**src/rtl/cfc_pkg.sv**
```systemverilog
package cfc_pkg;
  localparam int CFC_CW = 5;
  localparam int CFC_FW = 6;
endpackage

```
**src/rtl/cfc_align.sv**
```systemverilog
module cfc_align #(
  parameter int CW = 5
) (
  input  logic          clk,
  input  logic          rst_n,
  input  logic [CW-1:0] coarse_code,
  input  logic          coarse_vld,
  input  logic          take,
  output logic          held,
  output logic [CW-1:0] held_code
);
  localparam int CMAX = (1 << CW) - 2;

  logic          held_d;
  logic [CW-1:0] code_d;
  logic          code_en;

  always_comb begin
    code_en = coarse_vld;
    code_d  = (coarse_code > CW'(CMAX)) ? CW'(CMAX) : coarse_code;
    if (coarse_vld)
      held_d = 1'b1;
    else if (take)
      held_d = 1'b0;
    else
      held_d = held;
  end

  always_ff @(posedge clk or negedge rst_n) begin
    if (!rst_n) begin
      held      <= 1'b0;
      held_code <= '0;
    end else begin
      held <= held_d;
      if (code_en)
        held_code <= code_d;
    end
  end
endmodule

```
**src/rtl/cfc_merge.sv**
```systemverilog
module cfc_merge #(
  parameter int CW = 5,
  parameter int FW = 6
) (
  input  logic [CW-1:0]    coarse,
  input  logic [FW-1:0]    fine,
  output logic [CW+FW-2:0] word
);
  localparam int OW   = CW + FW - 1;
  localparam int SW   = CW + FW;
  localparam int OFS  = 1 << (FW - 1);
  localparam int OMAX = (1 << OW) - 1;

  logic [SW-1:0] total;
  logic [SW-1:0] diff;

  always_comb begin
    total = ({{FW{1'b0}}, coarse} << (FW - 1)) + {{CW{1'b0}}, fine};
    diff  = total - SW'(OFS);
    if (total < SW'(OFS))
      word = '0;
    else if (diff > SW'(OMAX))
      word = OW'(OMAX);
    else
      word = diff[OW-1:0];
  end
endmodule

```
**src/rtl/cfc_outreg.sv**
```systemverilog
module cfc_outreg #(
  parameter int OW = 10
) (
  input  logic          clk,
  input  logic          rst_n,
  input  logic          load,
  input  logic [OW-1:0] word_d,
  output logic [OW-1:0] word_q,
  output logic          vld_q
);
  logic vld_d;

  always_comb vld_d = load;

  always_ff @(posedge clk or negedge rst_n) begin
    if (!rst_n) begin
      word_q <= '0;
      vld_q  <= 1'b0;
    end else begin
      vld_q <= vld_d;
      if (load)
        word_q <= word_d;
    end
  end
endmodule

```
**src/rtl/cfc_combiner.sv**
```systemverilog
module cfc_combiner
  import cfc_pkg::*;
#(
  parameter int CW = CFC_CW,
  parameter int FW = CFC_FW,
  parameter int OW = CW + FW - 1
) (
  input  logic          clk,
  input  logic          rst_n,
  input  logic [CW-1:0] coarse_code,
  input  logic          coarse_vld,
  input  logic [FW-1:0] fine_code,
  input  logic          fine_vld,
  output logic [OW-1:0] out_word,
  output logic          out_vld
);
  logic          held;
  logic [CW-1:0] held_code;
  logic [OW-1:0] merged;
  logic          load;

  always_comb load = fine_vld & held;

  cfc_align #(.CW(CW)) u_align (
    .clk(clk), .rst_n(rst_n), .coarse_code(coarse_code),
    .coarse_vld(coarse_vld), .take(fine_vld),
    .held(held), .held_code(held_code)
  );

  cfc_merge #(.CW(CW), .FW(FW)) u_merge (
    .coarse(held_code), .fine(fine_code), .word(merged)
  );

  cfc_outreg #(.OW(OW)) u_outreg (
    .clk(clk), .rst_n(rst_n), .load(load),
    .word_d(merged), .word_q(out_word), .vld_q(out_vld)
  );
endmodule

```
**config.mk**
```make
export PLATFORM = sky130hd
export DESIGN_NAME = cfc_combiner
export DESIGN_NICKNAME = d
export VERILOG_FILES = /design/src/rtl/cfc_pkg.sv /design/src/rtl/cfc_align.sv /design/src/rtl/cfc_merge.sv /design/src/rtl/cfc_outreg.sv /design/src/rtl/cfc_combiner.sv
export SDC_FILE = /design/constraint.sdc
export NUM_CORES = 1
export LEC_CHECK = 0
export ABC_CLOCK_PERIOD_IN_PS = 2700
export BUFFER_PORTS_ARGS = -buffer_cell sky130_fd_sc_hd__buf_2
export CORE_MARGIN = 2
export CORE_UTILIZATION = 47
export DETAILED_ROUTE_END_ITERATION = 10
export GPL_TIMING_DRIVEN = 0
export PLACE_DENSITY = 0.86
export SYNTH_ARGS = -nofsm -noshare
export SYNTH_HDL_FRONTEND = slang
export SYNTH_HIERARCHICAL = 1
export SYNTH_SLANG_ARGS = --single-unit
```
**constraint.sdc**
```tcl
create_clock -name clk -period 2.7 [get_ports clk]
set_input_delay 0.27 -clock clk [delete_from_list [all_inputs] [get_ports clk]]
set_output_delay 0.27 -clock clk [all_outputs]
set_load 0.02 [all_outputs]
```
==> run summary, run 1 <==
Total power draw: 0.0008159 W
IO buf count: 24
Filler cells: 184
Area after DPL: 1210 um^2
Seq cells post-synth: 17
CP Class: flip-flop to flip-flop
ANT nets after route: 0
Sequential Power Share: 0.420
Worst-path clk slew: 100 ps
Router iterations before antenna repair: 5
Met1 Track Usage GR: 0.2107
Leakage: 0.6282 nW
Half-perimeter wire length after placement: 1.591 mm
Drt total wl: 2.195 mm
Core ar.: 2170 um^2
Wire length per cell: 14.63 um
CP Capture Type: flip-flop
Grt total ovfl: 0
MaxCap Viol Count: 0
Die area: 2639 um^2
Hold Fails Final Rpt: 0
CTS tree: yes
Num Clock Sinks: 17
Initial Util: 0.4862
Post-Syn Area per Cell: 11.59 um^2
Worst-case clock buffer depth: 2
# diodes: 0
Status: finished, final reports clean
Slowest cell on the critical path: dfrtp_1
Final Cycle Share: 0.9779
YS warnings: 6
Layout Cells excl Fill: 150
Crit path buf inv count: 1
Crit path DAT: 2830 ps
Sequential fraction of the synthesis area: 0.4033
Syn Std Cell Area: 1055 um^2
Worst slew pin tran: 456.8 ps
Total CTS buffers: 3
Cell-by-cell trace of the critical path: ha_4 > ha_4 > inv_1 > ha_2 > and3_1 > a31oi_4 > nand3_1 > o22ai_2 > a31o_1 > o22ai_1 > mux2_4
Internal power: 0.0005327 W
Worst hold margin: 205.1 ps
RD Place Congestion: 0.7759
Power density cells: 613.5 nW/um^2
Io pins: 26
First-pass GRT wire length: 3.512 mm
Row count: 17
Drt via density: 5.293
Synth Instances: 91
Startpoint Class: flip-flop
Max Freq: 0.3787 GHz
Die width: 51.37 um
Period minus WS final: 2640 ps
Max-slew violations: 0
Max stage delay on crit path: 420 ps
GR Util met3: 0.06140
Post-route DRC violation count: 0
Sw power: 0.0002832 W
Worst-skew pair later-pin latency: 300 ps
Via count: 794
CP delay by family, top: compound AO/OA/AOI/OAI gates
Max_slew headroom: 0.6931
DIE HEIGHT: 51.37 um
Required @ worst endpoint: 2890 ps
Placed cells: 143
Final setup viols: 0
Switching Share: 0.3471
Syn Nets: 110
Hold crit path type: input port to flip-flop
Root Buffer: clkbuf_4
Design area: 1330 um^2
Critical path peak fanout: 5
Clock power frac: 0.168
Setup total negative slack: 0 ps
Storage cell area: 425.4 um^2
Logic pwr share: 0.412
Fin Clk Skew: 6.770 ps
Most frequent CP cell: ha_4
Largest net degree at the start of global routing: 18
Final #Nets: 142
Post-synth cell types: 26
GRT busiest layer: met2
GRT Total Usage: 0.1838
Initial antenna violation count: 0
Share of layout cells above drive strength 1: 0.4590
Vias in the first global route: 786
H-tree levels: 1
Worst VDD drop: 345.7 uV
Drt initial violations: 13
Met2 usage: 0.3205
Multi-input logic area: 645.6 um^2
Area delta synth->final: 26.10%
power groups by stage:
stage / logic [W] / clock network [W] / registers, W
floorplan: 0.000172 / 0 / 0.000395
finish: 0.000336 / 0.000137 / 0.000343
CTS: 0.000326 / 0.000142 / 0.000342
detailed placement: 0.000310 / 0 / 0.000346
global route: 0.000362 / 0.000150 / 0.000350
global placement: 0.000302 / 0 / 0.000341
registers in the layout (all words and copies together) (netlist names):
signal,count
u_outreg/vld_q,1
u_outreg/word_q,10
u_align/held_code,5
u_align/held,1
synth_stat cells:
cell type / number / area share
a31o_1: 2 / 0.017
nor2_1: 4 / 0.014
inv_1: 8 / 0.028
nand4_1: 2 / 0.012
nor3_1: 2 / 0.0095
a21bo_2: 1 / 0.0095
ha_1: 4 / 0.047
dfrtp_1: 17 / 0.40
nor4b_1: 1 / 0.0083
nor2b_1: 2 / 0.012
buf_6: 2 / 0.021
and2_1: 1 / 0.0059
a31oi_1: 2 / 0.012
nand3b_1: 1 / 0.0071
a21oi_1: 6 / 0.028
o22ai_1: 2 / 0.012
a31oi_2: 1 / 0.012
o22ai_2: 1 / 0.012
xnor2_1: 3 / 0.025
mux2_4: 15 / 0.21
nand2_1: 1 / 0.0036
or3_4: 1 / 0.011
and3_1: 2 / 0.012
nand3_1: 5 / 0.024
a21o_1: 1 / 0.0071
xor2_1: 4 / 0.033
worst reg2reg max path: cells and delay by family (launching register included):
family / cells / cell delay (ps)
AO/OA/AOI/OAI: 4 / 760
buffers and inverters: 1 / 60
flip-flops: 1 / 420
adder cells (fa/ha/maj): 3 / 690
multiplexers: 1 / 270
AND/OR/NAND/NOR: 2 / 340
layout by cell type, fill, tap and decap left out, drive strengths merged, types with 3 or more instances in the layout:
cell type	netlist	final
buf	2	28
ha	4	4
a21oi	6	6
xnor2	3	3
inv	8	8
dfrtp	17	17
nor2	4	4
nand3	5	5
a31oi	3	3
mux2	15	15
clkbuf	0	4
o22ai	3	3
xor2	4	4
path summary, 6_finish.rpt:
| kind | start | end | slack [ps] | cells past startpoint |
|---|---|---|---|---|
| hold reg to reg | u_align/held | u_align/held | 490 | 1 |
| setup / recovery | u_align/held_code[0] | u_outreg/word_q[1] | 60 | 11 |
| min in group asynchronous | rst_n | u_outreg/word_q[9] | 410 | 2 |
| setup reg to reg | u_align/held_code[0] | u_outreg/word_q[1] | 60 | 11 |
| hold / removal | coarse_vld | u_align/held | 210 | 2 |
| max in group asynchronous | rst_n | u_align/held | 2010 | 2 |
repair_timing:
item	4_1_cts	5_1_grt
hold buffers	1	0
gates resized for setup	7	3
endpoints found under the setup margin	9	6
buffers inserted	2	0
hold endpoints to repair	17	0
pin swaps	2	4
per-layer routing:
metal | vias to the layer above | wire, um
met1 | 372 | 906
met3 | 4 | 120
met5 | - | 0
met4 | 0 | 26
li1 | 387 | -
met2 | 31 | 1142
area by class of cell:
type,count,area share
Buffer,2,0.01693
Timing Repair Buffer,27,0.1091
Clock buffer,4,0.01976
Inverter,8,0.02258
Multi-Input combinational cell,64,0.4854
Sequential cell,17,0.3198
Tap cell,28,0.02634
through the flow:
step,worst slack [ps],utilization
global placement,-76.70,0.5577
CTS,39.03,0.6015
floorplan,105.8,-
detailed placement,-224.8,0.5577
finish,59.67,0.6130
global route,-43.60,0.6130
cells by family (layout without fill, tap and decap cells):
family,Yosys count,in the layout,synth area share
adders and majority gates,4,4,0.04745
and+or+nand+nor,22,22,0.1186
buffers and inverters,10,41,0.04982
xor gates and xnor gates,7,7,0.05813
DFF,17,17,0.4033
AOI/OAI and AO/OA,16,16,0.1091
muxes,15,15,0.2135
Power figures use the tool's default switching activity.
==> inputs of run 2 (changes only) <==
RECOVER_POWER = 25   (was default)
==> run 2 against run 1 <==
Against the previous run: clock power hardly changed; first-iteration DRC count stayed put; non-clock buffer count stayed put; critical path depth stayed put; total power is 0.22% higher; clock-buffer cell count stayed put; routed wire length is 1.0% higher; worst setup slack worse by 15 ps; sequential share of layout area hardly changed; hold slack hardly changed; utilization is 0.058 points lower; global-route usage stayed put; largest power group unchanged; highest routed layer unchanged.
==> run summary, run 2 (same netlist as run 1, synthesis figures left out) <==
Status: finished, final reports clean
Total CTS buffers: 3 (unchanged)
IO buf count: 24 (unchanged)
Core ar.: 2170 um^2 (unchanged)
Biggest register: u_outreg/word_q
Critical path peak fanout: 5 (unchanged)
RD Place Congestion: 0.7759 (unchanged)
GRT Total Usage: 0.1838 (unchanged)
Initial Util: 0.4862 (unchanged)
Drt initial violations: 13 (unchanged)
Multi-input logic area: 645.6 um^2 (unchanged)
Wire length per cell: 14.79 um (+1.0%)
Via count: 802 (+1.0%)
Period minus WS final: 2655 ps (+14.78 ps)
Commonest non-fill, non-tap cells in the layout: buf_2, dfrtp_1, mux2_4
Io pins: 26 (unchanged)
Leakage: 0.6248 nW (-0.54%)
CP Class: flip-flop to flip-flop
Worst-skew pair later-pin latency: 300 ps (about the same)
Hold Fails Final Rpt: 0 (unchanged)
Most frequent CP cell: ha_4
Largest regs: u_outreg/word_q: 10 flops, u_align/held_code: 5 flops
Grt total ovfl: 0 (unchanged)
Largest net degree at the start of global routing: 18 (unchanged)
Design area: 1329 um^2 (about the same)
Max stage delay on crit path: 420 ps (about the same)
First-pass GRT wire length: 3.512 mm (unchanged)
Startpoint Class: flip-flop
MaxCap Viol Count: 0 (unchanged)
Most common cell after layout, fill and taps aside: buf_2
Final #Nets: 142 (unchanged)
CP Capture Type: flip-flop
Worst-path clk slew: 100 ps (about the same)
Crit path buf inv count: 1 (unchanged)
DIE HEIGHT: 51.37 um (unchanged)
Worst slew pin tran: 920.8 ps (+464.0 ps)
CP delay by family, top: compound AO/OA/AOI/OAI gates
Row count: 17 (unchanged)
Initial antenna violation count: 0 (unchanged)
Num Clock Sinks: 17 (unchanged)
Area delta synth->final: 25.98% (about the same)
Drt via density: 5.347 (+1.0%)
Worst-case clock buffer depth: 2 (unchanged)
Max_slew headroom: 0.3861 (-0.3070)
Max Freq: 0.3766 GHz (-0.56%)
Die area: 2639 um^2 (unchanged)
Post-route DRC violation count: 0 (unchanged)
Final setup viols: 0 (unchanged)
Root Buffer: clkbuf_4
Worst VDD drop: 347.9 uV (+0.62%)
Drt total wl: 2.218 mm (+1.0%)
Filler cells: 183 (-0.54%)
Area after DPL: 1210 um^2 (unchanged)
Max FFs per register: 10 (unchanged)
Crit path DAT: 2850 ps (+20 ps)
ANT nets after route: 0 (unchanged)
Vias in the first global route: 786 (unchanged)
Cell-by-cell trace of the critical path: ha_4 > ha_4 > inv_1 > ha_2 > and3_1 > a31oi_4 > nand3_1 > o22ai_2 > a31o_1 > o22ai_1 > mux2_4
H-tree levels: 1 (unchanged)
CTS tree: yes
Power density cells: 615.4 nW/um^2 (+0.31%)
Hold crit path type: input port to flip-flop
Die width: 51.37 um (unchanged)
Share of layout cells above drive strength 1: 0.4508 (-0.008197)
Storage cell area: 425.4 um^2 (unchanged)
Half-perimeter wire length after placement: 1.591 mm (unchanged)
# diodes: 0 (unchanged)
Slowest cell on the critical path: dfrtp_1
Router iterations before antenna repair: 4 (-1)
Setup total negative slack: 0 ps (unchanged)
Final Cycle Share: 0.9834 (+0.005476)
Required @ worst endpoint: 2890 ps (about the same)
Fin Clk Skew: 10.72 ps (+3.948 ps)
Max-slew violations: 0 (unchanged)
run 2: cell types whose count changed in the layout (fill, tap and decap cells not counted), sizes merged:
cell,delta
clkbuf,+1
buf,-1
run 2: power by group:
part | leakage (nW) | switching [W] | internal, W
Clock | 0.0150 | 0.0000813 | 0.0000576
Sequential | 0.199 | 0.0000371 | 0.000305
Combinational | 0.411 | 0.000167 | 0.000169
Total | 0.625 | 0.000285 | 0.000532
run 2: timing repair:
action	CTS	global route
hold buffers	1	0
hold endpoints to repair	17	0
pin swaps	2	4
endpoints found under the setup margin	9	6
setup buffers	2	0
resized for setup	7	3
run 2: area by class of cell:
cell class | count | share of cell area
multi-input combinational | 64 | 0.4859
timing repair buffer | 27 | 0.1083
sequential | 17 | 0.3202
clock buffer | 4 | 0.01977
tap | 28 | 0.02637
buffer | 2 | 0.01695
inverter | 8 | 0.02260
run 2: worst register-to-register path, stage by stage, from the launching register on:
cell and delay, ps:
dfrtp_1 420, ha_4 200, ha_4 280, inv_1 60, ha_2 210, and3_1 210
a31oi_4 230, nand3_1 130, o22ai_2 250, a31o_1 210, o22ai_1 90, mux2_4 280
run 2: layer usage:
layer / up-vias / GRT usage / part of all wire
li1: 386 / - / -
met1: 375 / 0.2107 / 0.41
met2: 35 / 0.3205 / 0.51
met3: 6 / 0.06140 / 0.059
met4: 0 / 0.05702 / 0.013
met5: - / 0 / 0
run 2: path summary, 6_finish.rpt:
| check | startpoint | to | slack, ps | cells after the start |
|---|---|---|---|---|
| setup / recovery | u_align/held_code[0] | u_outreg/word_q[1] | 40 | 11 |
| max in group asynchronous | rst_n | u_outreg/word_q[6] | 1520 | 2 |
| setup reg to reg | u_align/held_code[0] | u_outreg/word_q[1] | 40 | 11 |
| min in group asynchronous | rst_n | u_outreg/word_q[9] | 610 | 2 |
| hold / removal | coarse_vld | u_align/held | 210 | 2 |
| hold reg to reg | u_align/held | u_align/held | 490 | 1 |
run 2: per-stage QoR:
| stage | utilization | hold WS (ps) | power [W] | instances | setup WS (ps) |
|---|---|---|---|---|---|
| after detailed placement | 0.5577 | 219.4 | 0.0006564 | 143 | -224.8 |
| after CTS | 0.6015 | 200.3 | 0.0008109 | 150 | 39.03 |
| after floorplan | - | -25.59 | 0.0005665 | 91 | 105.8 |
| after global routing | 0.6125 | 198.6 | 0.0008612 | 150 | -43.60 |
| final | 0.6125 | 205.6 | 0.0008177 | 150 | 44.89 |
| after global placement | 0.5577 | 202.1 | 0.0006426 | 143 | -76.70 |
